<file path="config.mk">
export PLATFORM = sky130hd
export DESIGN_NAME = spi_regread_slave
export DESIGN_NICKNAME = d
export VERILOG_FILES = /design/src/rtl/spi_rd_pkg.sv /design/src/rtl/spi_rd_sync.sv /design/src/rtl/spi_rd_edge.sv /design/src/rtl/spi_rd_ctrl.sv /design/src/rtl/spi_rd_tx.sv /design/src/rtl/spi_regread_slave.sv
export SDC_FILE = /design/constraint.sdc
export NUM_CORES = 1
export LEC_CHECK = 0
export ABC_AREA = 1
export BUFFER_PORTS_ARGS = -buffer_cell sky130_fd_sc_hd__clkbuf_2
export CAP_MARGIN = 25
export CORE_ASPECT_RATIO = 1.2
export CORE_MARGIN = 2
export CORE_UTILIZATION = 35
export DETAILED_ROUTE_END_ITERATION = 10
export GPL_TIMING_DRIVEN = 1
export SYNTH_ARGS = -nofsm -noshare
export SYNTH_HDL_FRONTEND = slang
export SYNTH_HIERARCHICAL = 1
export SYNTH_SLANG_ARGS = --single-unit
</file>
<file path="constraint.sdc">
create_clock -name clk -period 1.2 [get_ports clk]
set_input_delay 0.18 -clock clk [delete_from_list [all_inputs] [get_ports clk]]
set_output_delay 0.18 -clock clk [all_outputs]
set_load 0.1 [all_outputs]
</file>
<file path="src/rtl/spi_rd_pkg.sv">
package spi_rd_pkg;

    localparam int unsigned DEF_ADDR_W = 7;
    localparam int unsigned DEF_DATA_W = 12;
    localparam int unsigned DEF_PAD_W  = 4;
    localparam int unsigned DEF_SYNC_N = 2;

    typedef enum logic [1:0] {
        PH_CMD   = 2'd0,
        PH_FETCH = 2'd1,
        PH_SEND  = 2'd2,
        PH_DROP  = 2'd3
    } phase_e;

    typedef struct packed {
        logic rise;
        logic fall;
    } edge_t;

    function automatic logic is_read(input logic flag);
        return flag == 1'b1;
    endfunction

endpackage

</file>
<file path="src/rtl/spi_rd_sync.sv">
module spi_rd_sync #(
    parameter int unsigned STAGES  = 2,
    parameter logic        RST_VAL = 1'b0
) (
    input  logic clk,
    input  logic rst,
    input  logic async_i,
    output logic level_o
);
    logic [STAGES-1:0] chain;

    generate
        if (STAGES < 2) begin : g_bad
            initial $error("spi_rd_sync needs at least two stages");
        end
    endgenerate

    always_ff @(posedge clk) begin
        if (rst) chain <= {STAGES{RST_VAL}};
        else     chain <= {chain[STAGES-2:0], async_i};
    end

    assign level_o = chain[STAGES-1];
endmodule

</file>
<file path="src/rtl/spi_rd_edge.sv">
module spi_rd_edge
    import spi_rd_pkg::*;
(
    input  logic  clk,
    input  logic  rst,
    input  logic  level_i,
    output edge_t ev_o
);
    logic prev_q;

    always_ff @(posedge clk) begin
        if (rst) prev_q <= 1'b0;
        else     prev_q <= level_i;
    end

    always_comb begin
        ev_o.rise = level_i & ~prev_q;
        ev_o.fall = ~level_i & prev_q;
    end
endmodule

</file>
<file path="src/rtl/spi_rd_ctrl.sv">
module spi_rd_ctrl
    import spi_rd_pkg::*;
#(
    parameter int unsigned ADDR_W = DEF_ADDR_W
) (
    input  logic              clk,
    input  logic              rst,
    input  logic              cs_act,
    input  edge_t             sclk_ev,
    input  logic              din,
    output logic              cmd_done,
    output logic              rd_strobe,
    output logic [ADDR_W-1:0] rd_addr,
    output logic              send_en
);
    localparam int unsigned CMD_W = ADDR_W + 1;
    localparam int unsigned CNT_W = $clog2(CMD_W);
    localparam logic [CNT_W-1:0] LAST_BIT = CNT_W'(CMD_W - 1);

    phase_e            phase_q, phase_d;
    logic [CNT_W-1:0]  bit_cnt_q;
    logic [ADDR_W-1:0] cmd_sh_q;
    logic [ADDR_W-1:0] addr_q;

    assign cmd_done = (phase_q == PH_CMD) && sclk_ev.rise && (bit_cnt_q == LAST_BIT);

    always_comb begin
        phase_d = phase_q;
        unique case (phase_q)
            PH_CMD:   if (cmd_done) phase_d = is_read(din) ? PH_FETCH : PH_DROP;
            PH_FETCH: phase_d = PH_SEND;
            PH_SEND:  phase_d = PH_SEND;
            PH_DROP:  phase_d = PH_DROP;
            default:  phase_d = PH_CMD;
        endcase
        if (!cs_act) phase_d = PH_CMD;
    end

    always_ff @(posedge clk) begin
        if (rst) begin
            phase_q   <= PH_CMD;
            bit_cnt_q <= '0;
            cmd_sh_q  <= '0;
            addr_q    <= '0;
        end else begin
            phase_q <= phase_d;
            if (!cs_act) begin
                bit_cnt_q <= '0;
                cmd_sh_q  <= '0;
            end else if (phase_q == PH_CMD && sclk_ev.rise) begin
                bit_cnt_q <= bit_cnt_q + 1'b1;
                cmd_sh_q  <= {cmd_sh_q[ADDR_W-2:0], din};
                if (cmd_done && is_read(din)) addr_q <= cmd_sh_q;
            end
        end
    end

    assign rd_strobe = (phase_q == PH_FETCH);
    assign rd_addr   = addr_q;
    assign send_en   = (phase_q == PH_SEND);
endmodule

</file>
<file path="src/rtl/spi_rd_tx.sv">
module spi_rd_tx #(
    parameter int unsigned DATA_W = 12,
    parameter int unsigned PAD_W  = 4
) (
    input  logic              clk,
    input  logic              rst,
    input  logic              cs_act,
    input  logic              load,
    input  logic [DATA_W-1:0] load_data,
    input  logic              shift,
    output logic              miso,
    output logic              miso_oe
);
    localparam int unsigned WORD_W = DATA_W + PAD_W;

    logic [WORD_W-1:0] sh_q;

    always_ff @(posedge clk) begin
        if (rst) begin
            sh_q    <= '0;
            miso    <= 1'b0;
            miso_oe <= 1'b0;
        end else begin
            miso_oe <= cs_act;
            if (!cs_act) begin
                sh_q <= '0;
                miso <= 1'b0;
            end else if (load) begin
                sh_q <= {{PAD_W{1'b1}}, load_data};
            end else if (shift) begin
                miso <= sh_q[WORD_W-1];
                sh_q <= {sh_q[WORD_W-2:0], 1'b0};
            end
        end
    end
endmodule

</file>
<file path="src/rtl/spi_regread_slave.sv">
module spi_regread_slave
    import spi_rd_pkg::*;
#(
    parameter int unsigned ADDR_W = DEF_ADDR_W,
    parameter int unsigned DATA_W = DEF_DATA_W,
    parameter int unsigned PAD_W  = DEF_PAD_W,
    parameter int unsigned SYNC_N = DEF_SYNC_N
) (
    input  logic              clk,
    input  logic              rst,
    input  logic              spi_sclk,
    input  logic              spi_cs_n,
    input  logic              spi_mosi,
    output logic              spi_miso,
    output logic              spi_miso_oe,
    output logic              rd_strobe,
    output logic [ADDR_W-1:0] rd_addr,
    input  logic [DATA_W-1:0] rd_data
);
    logic  sclk_s, cs_n_s, din_s;
    logic  cs_act;
    edge_t sclk_ev;
    logic  sclk_fall;
    logic  cmd_done;
    logic  send_en;

    spi_rd_sync #(.STAGES(SYNC_N), .RST_VAL(1'b0)) u_sync_sclk (
        .clk(clk), .rst(rst), .async_i(spi_sclk), .level_o(sclk_s));
    spi_rd_sync #(.STAGES(SYNC_N), .RST_VAL(1'b1)) u_sync_cs (
        .clk(clk), .rst(rst), .async_i(spi_cs_n), .level_o(cs_n_s));
    spi_rd_sync #(.STAGES(SYNC_N), .RST_VAL(1'b0)) u_sync_din (
        .clk(clk), .rst(rst), .async_i(spi_mosi), .level_o(din_s));

    assign cs_act = ~cs_n_s;

    spi_rd_edge u_edge (
        .clk(clk), .rst(rst), .level_i(sclk_s), .ev_o(sclk_ev));

    assign sclk_fall = sclk_ev.fall;

    spi_rd_ctrl #(.ADDR_W(ADDR_W)) u_ctrl (
        .clk(clk), .rst(rst), .cs_act(cs_act), .sclk_ev(sclk_ev), .din(din_s),
        .cmd_done(cmd_done), .rd_strobe(rd_strobe), .rd_addr(rd_addr),
        .send_en(send_en));

    spi_rd_tx #(.DATA_W(DATA_W), .PAD_W(PAD_W)) u_tx (
        .clk(clk), .rst(rst), .cs_act(cs_act), .load(rd_strobe),
        .load_data(rd_data), .shift(send_en & sclk_fall),
        .miso(spi_miso), .miso_oe(spi_miso_oe));
endmodule

</file>
After elaboration in Yosys (flattened, before gate mapping):

Index checks and enable logic that the tools add are counted.

* register bits: 44
* output and inout port bits: 10

* add/subtract/negate cells: 1
* eq/ne operators: 5
* multiplexer cells: 5
* bitwise operators: 7
* reductions and logical operators: 9

Operators by type and width (number)
* 16-bit 2-to-1 mux: 2
* 2-bit one-hot mux with 3 select lines: 1
* 2-bit == test, second input constant: 2
* 2-bit 2-to-1 mux: 2
* 1-bit inverter: 4
* 2-bit OR reduction: 2
* 3-bit by 1-bit adder with 3-bit output, second input constant: 1
* 1-bit bitwise AND: 3
* 3-bit == test, second input constant: 1
* 1-bit logical AND: 3
* 3-bit AND reduction: 1
* 2-bit by 1-bit == test with 1-bit output, second input constant: 1
* 2-bit zero test: 1
* 2-bit by 1-bit inequality test with 1-bit output, second input constant: 1
* 2-bit AND reduction: 1
* 2-bit nonzero test: 1

Longest topological paths before layout:

Gate-level depths: netlist of run 1.

* word-level depth: 6
* gate-level depth with buffers: 10
* depth with buffers taken out: 9

Hierarchy:

Netlist of run 1, hierarchy kept.

Modules (own cells, without submodules)
* spi_rd_ctrl: times used 1, cells an instance 107, area each 842.1 um2, sequential area each 380.4 um2
* spi_rd_tx: times used 1, cells an instance 113, area each 773.2 um2, sequential area each 360.3 um2
* spi_rd_sync (u_sync_din ...): times used 2, cells an instance 6, area each 55.1 um2, sequential area each 40.0 um2
* spi_rd_sync (u_sync_cs): times used 1, cells an instance 7, area each 58.8 um2, sequential area each 40.0 um2
* spi_rd_edge: times used 1, cells an instance 6, area each 38.8 um2, sequential area each 20.0 um2
* spi_regread_slave: times used 1, cells an instance 3, area each 11.3 um2, sequential area each 0.0 um2

Least setup slack after synthesis of run 1:

Ideal clock, no wire load.

* path type: register to register
* from: register u_ctrl.phase_q[1]
* to: register u_tx.sh_q[11]
* arrival: 1.795 ns
* data required time: 1.091 ns
* setup slack: -0.704 ns
* stages on the path, launching flop included: 9
* period minus slack after synthesis: 1.904 ns
* cells stage by stage: dfxtp_1 -> inv_1 -> ha_1 -> inv_2 -> buf_2 -> nand3_1 -> nand3_1 -> nand2_1 -> inv_1

* elaborated cells between the ends (all ways): 5
* those cells by class: 2 x eq/ne; 1 x mux; 1 x bitwise; 1 x reduce/logical

RTL lines
* start, declared: RTL line spi_rd_ctrl.sv:20 `phase_e phase_q, phase_d;`
* start signal, assigned: RTL line spi_rd_ctrl.sv:46 `phase_q <= phase_d;`
* 2-bit by 1-bit == test with 1-bit output *: RTL line spi_rd_ctrl.sv:58 `assign rd_strobe = (phase_q == PH_FETCH);`
* named net rd_strobe: RTL line spi_regread_slave.sv:16 `output logic rd_strobe,`
* 16-bit 2-to-1 mux / 2-bit nonzero test (equally long branches)
* end signal, assigned: RTL line spi_rd_tx.sv:29 `sh_q <= {{PAD_W{1'b1}}, load_data};`
* end signal, assigned: RTL line spi_rd_tx.sv:32 `sh_q <= {sh_q[WORD_W-2:0], 1'b0};`
* end, declared: RTL line spi_rd_tx.sv:16 `logic [WORD_W-1:0] sh_q;`

Mark *: on every way through the listed nets, which the timed path passes. The rest lies on a longest branch.
A chain may end at the register's enable or synchronous reset.

Final worst setup path of run 1:

* from: register u_ctrl.phase_q[0]
* to: output port rd_strobe

* cells in the longest elaborated chain, start to end: 1

Ends and longest elaborated chain (RTL line)
* 2-bit by 1-bit == test with 1-bit output: spi_rd_ctrl.sv:58
* end, declared: spi_regread_slave.sv:16

Every way passes these cells.

==> results.toml, run 1 <==
[critical_path]
startpoint_type = "register"
path_cells = "buf_6 > ha_4 > buf_8 > buf_12"
critPathTopFamily = "buffers and inverters"
endpoint_kind = "output port"
critPathMaxFanout = 2
critical_path_class = "reg -> out"
slowest_stage = "dfxtp_2"
critical_path.max_stage_delay_ps = 330
critPathRequiredTime_ps = 1020
arrival_ps = 1150
timing.critical_path.buf_inv = 3

[sta]
tightest_slew_ps = 312.4
hold_slack_ps = 65.67
setup_viol = 24
fin_skew_ps = 3.481
setup_tns_ps = -1568
relSlewSlack_pct = 79.15
rsz0062_at_grt = "yes"
period_minus_slack_ps = 1334
fin_ws_ps = -134.0
hold_viol_final = 0
slew_viol_final = 0
min_period_over_period_pct = 111.2
clock.fmax_ghz = 0.7496

[clocking]
clock_path_buffers = 2
cts_num_sinks = 44
clk_pin_slew_ps = 70
cts_buffers = 5
root_buffer = "clkbuf_8"
htree_levels = 2
clkLatencyLatePin_ps = 290
cts_tree = "built"

[final_layout]
insertedDiodeCount = 0
fin_area_um2 = 2542
fin_cells = 351
finalNetCount = 314
most-common-layout-cells = "nand2_1 (52), nor2_1 (39), inv_1 (32), dfxtp_1 (32), nand3_1 (23)"
layout_commonest_cell = "nand2_1"
final_util_pct = 50.75
area_growth_pct = 38.61
drive_gt1_share_pct = 30.93

[placement]
place_hpwl_um = 2534
gp_congestion = 0.7392
io_buffers = 26
place_ws_ps = -63.10
place_area_um2 = 2317
dpl.cell_count = 340

[synthesis]
yosysTopAreaCellShare_pct = 48.02
synth_top_area_cell = "dfxtp_1"
netlist_instances = 248
synthTopCellsByArea = "dfxtp_1 (48%), nand2_1 (11%), nand3_1 (8.2%), nor2_1 (8.2%), inv_1 (7.6%)"
yosys_warnings = 6
synth.distinct_cells = 18
syn_avg_cell_area_um2 = 7.396
synth_seq_area_share_pct = 48.02
synth_nets = 271
ys_ff_latch = 44
syn-cell-area_um2 = 1834

[die]
rows = 28
ioPinCount = 27
dieArea_um2 = 5838
die_w_um = 70.09
start_util_pct = 36.61
fp.dieH_um = 83.30
core_um2 = 5010

[grt]
use_met2_pct = 22.94
grt_max_degree = 19
overflow = 0
grtUsageMet3_pct = 4.005
grt_use_total_pct = 13.37
antenna_found_initial = 0
use_met1_pct = 15.19
gr-max-usage-layer = "met2"
grt_pass1_wl_um = 6348
grt_pass1_vias = 1489

[power_and_ir_drop]
total_power_mw = 2.560
ir_worst_vdd_mv = 0.6660
leakagePower_nw = 1.154
cellPowerDensity_nw_per_um2 = 1007

[route]
ant_nets = 0
post_drt_wl_per_cell_um = 10.12
post_drt_via_cell_ratio = 4.425
drt_iter0_drc = 38
firstDrtPassIters = 4
vias = 1553
drt-total-wl_um = 3551
drcViolationCount = 0

[min_path]
hold_path.class = "in -> reg"

[job]
maxCapViolCount = 0

[status]
outcome = "finished, violations left"
violations = "setup timing"
layout make-up:
class                      instances  area, um2
timing repair buffer              42      465.4
fill                             478       2467
inverter                          40      152.6
tap                               60      75.07
clock buffer                       7      96.34
sequential                        44      895.9
multi-input combinational        158      857.1
layer usage:
| metal | up-vias | share of wire (%) |
|---|---|---|
| met4 | 0 | 2.0 |
| li1 | 845 | - |
| met5 | - | 0 |
| met1 | 676 | 46 |
| met3 | 7 | 4.0 |
| met2 | 25 | 48 |
final timing paths:
check	from	endpoint	slack, ps	depth (start not counted)
worst min-delay path	spi_cs_n	u_sync_cs/chain[0]	70	3
worst min register to register	u_sync_sclk/chain[0]	u_sync_sclk/chain[1]	400	2
worst max register to register	u_ctrl/phase_q[0]	u_tx/sh_q[11]	-90	9
worst max-delay path	u_ctrl/phase_q[0]	rd_strobe	-130	4
power breakdown:
group	leakage [nW]	switching (mW)	internal, mW
Combinational	0.741	0.0623	0.0528
Sequential	0.362	0.00574	1.47
Clock	0.0503	0.455	0.512
Total	1.15	0.523	2.04
Yosys cell counts (all sizes together):
cell type,instances
nand3,30
dfxtp,44
a21boi,2
nand2,54
nor2,44
o21ai,13
a21oi,7
buf,6
xor2,1
inv,40
a211oi,1
ha,6
sequential cells by signal (all words and copies together), names as in the netlist:
register and flops:
u_tx/sh_q 16, u_edge/prev_q 1, u_tx/miso_oe 1, u_sync_din/chain 2
u_ctrl/bit_cnt_q 3, u_ctrl/rd_addr 7, u_sync_cs/chain 2, u_sync_sclk/chain 2
u_ctrl/phase_q 2, u_ctrl/cmd_sh_q 7, u_tx/miso 1
logic make-up after synthesis:
kind of cell,Yosys count,synth area share (%)
xor gates and xnor gates,1,0.4776
AOI/OAI and AO/OA,23,7.162
buffers and inverters,46,10.50
and+or+nand+nor,128,29.74
DFF,44,48.02
adders and majority gates,6,4.093
worst min-delay path, cell delays in order:
cell and delay [ps]:
clkbuf_2 70, inv_1 30, nand2_1 50
timing repair:
item / in CTS / in global routing
endpoints found under the setup margin: 34 / 34
cloned: 0 / 0
gates resized for setup: 21 / 14
setup buffers: 3 / 1
pin swaps: 4 / 3
hold buffers: 0 / 0
No activity file was read; power rests on OpenSTA's default activity.
==> run 2: changes to the inputs <==
==> constraint.sdc (replaced) <==
create_clock -name clk -period 1.2 [get_ports clk]
set_input_delay 0.18 -clock clk [delete_from_list [all_inputs] [get_ports clk]]
set_output_delay 0.18 -clock clk [all_outputs]
set_load 0.02 [all_outputs]
==> results.toml, run 2 (same netlist as run 1, synthesis figures left out) <==
[final_layout]
fin_area_um2 = 2500
insertedDiodeCount = 0
finalNetCount = 327
largest_reg_flops = 16
area_growth_pct = 36.29
top_register = "u_tx/sh_q"
drive_gt1_share_pct = 31.80
layout_commonest_cell = "nand2_1"
fillers = 501
most-common-layout-cells = "nand2_1 (51), dfxtp_1 (40), nor2_1 (39), inv_1 (33), clkbuf_2 (25)"

[status]
violations = "setup timing"
outcome = "finished, violations left"

[sta]
period_minus_slack_ps = 1311
relSlewSlack_pct = 77.25
rsz0062_at_grt = "yes"
tightest_slew_ps = 340.8
fin_skew_ps = 8.113
slew_viol_final = 0
setup_tns_ps = -1284
min_period_over_period_pct = 109.2
setup_viol = 24
clock.fmax_ghz = 0.7629
hold_viol_final = 0
fin_ws_ps = -110.8

[route]
top_layer = "met4"
drcViolationCount = 0
drt-total-wl_um = 3714
drt_iter0_drc = 48
wl_met2_um = 1912
wl_met1_um = 1601
wl_met3_um = 134
post_drt_via_cell_ratio = 4.466
post_drt_wl_per_cell_um = 10.18
vias = 1630
ant_nets = 0
firstDrtPassIters = 4

[power_and_ir_drop]
share_comb_of_total_power_pct = 4.7
cellPowerDensity_nw_per_um2 = 1015
p_int_mw = 1.990
total_power_mw = 2.537
leakagePower_nw = 1.170
clkPwrFrac_pct = 37.1
ir_worst_vdd_mv = 0.5114
power.switching_mw = 0.5473
seqPwrFrac_pct = 58.2
swShare_pct = 21.57

[die]
ioPinCount = 27
core_um2 = 5010
fp.dieH_um = 83.30
dieArea_um2 = 5838
start_util_pct = 36.61
rows = 28
die_w_um = 70.09

[critical_path]
critical_path_class = "reg -> out"
arrival_ps = 1130
critPathMaxFanout = 2
startpoint_type = "register"
endpoint_kind = "output port"
critPathRequiredTime_ps = 1020

[placement]
place_ws_ps = -109.5
place_area_um2 = 2191
place_hpwl_um = 2576
gp_congestion = 0.7599
io_buffers = 26

[clocking]
clock_path_buffers = 2
postCtsHoldBufs = 0
cts_num_sinks = 44
cts_buffers = 5
clk_pin_slew_ps = 80
cts_tree = "built"
htree_levels = 2
root_buffer = "clkbuf_8"
clkLatencyLatePin_ps = 300

[grt]
grt_pass1_vias = 1467
grt_max_degree = 19
overflow = 0
grt_pass1_wl_um = 6210
grt_use_total_pct = 13.08
antenna_found_initial = 0

[min_path]
hold_path.class = "in -> reg"

[job]
maxCapViolCount = 0
[run 2: through the flow]
step           hold WS, ps  utilization, %  cells
2_1_floorplan        251.2               -    248
3_3_place_gp         350.4           43.73    348
3_5_place_dp         353.6           43.73    348
4_1_cts              44.66           47.58    359
5_1_grt              62.99           49.90    365
6_report             54.53           49.90    365
[run 2: critical path, stage by stage, from the launching register on]
cell,delay (ps)
dfxtp_2,340
buf_6,120
ha_4,150
buf_6,110
buf_8,120
[run 2: worst paths after layout]
check	from	endpoint	slack (ps)	cells past startpoint
hold reg to reg	u_sync_din/chain[0]	u_sync_din/chain[1]	410	2
hold / removal	spi_cs_n	u_sync_cs/chain[0]	50	3
setup reg to reg	u_ctrl/phase_q[0]	u_tx/sh_q[1]	-80	9
setup / recovery	u_ctrl/phase_q[0]	rd_strobe	-110	4
[run 2: power groups by stage]
| stage | clock network, mW | logic, mW | registers [mW] |
|---|---|---|---|
| 2_1_floorplan | 0 | 0.0473 | 1.51 |
| 3_3_place_gp | 0 | 0.102 | 1.51 |
| 3_5_place_dp | 0 | 0.104 | 1.51 |
| 4_1_cts | 0.988 | 0.108 | 1.48 |
| 5_1_grt | 1.04 | 0.135 | 1.48 |
| 6_report | 0.941 | 0.119 | 1.48 |
[run 2: metal layers]
metal  vias up  global-route usage (%)
li1        871                       -
met3         7                   3.762
met2        22                   22.94
met4         0                   5.769
met5         -                       0
met1       730                   14.48
[run 2: layout make-up]
type / count / area, um2 / area share, %
multi-input cells: 158 / 887.1 / 35.49
flip-flops and latches: 44 / 885.9 / 35.44
repair buffers: 55 / 401.6 / 16.07
inverters: 40 / 157.7 / 6.306
clock buffers: 6 / 82.58 / 3.303
well taps: 60 / 75.07 / 3.003
clock inverters: 2 / 10.01 / 0.4004
[run 2: repair_timing]
item	CTS	global route
setup buffers	3	6
gates resized for setup	21	20
pin swaps	3	2
endpoints found under the setup margin	27	27
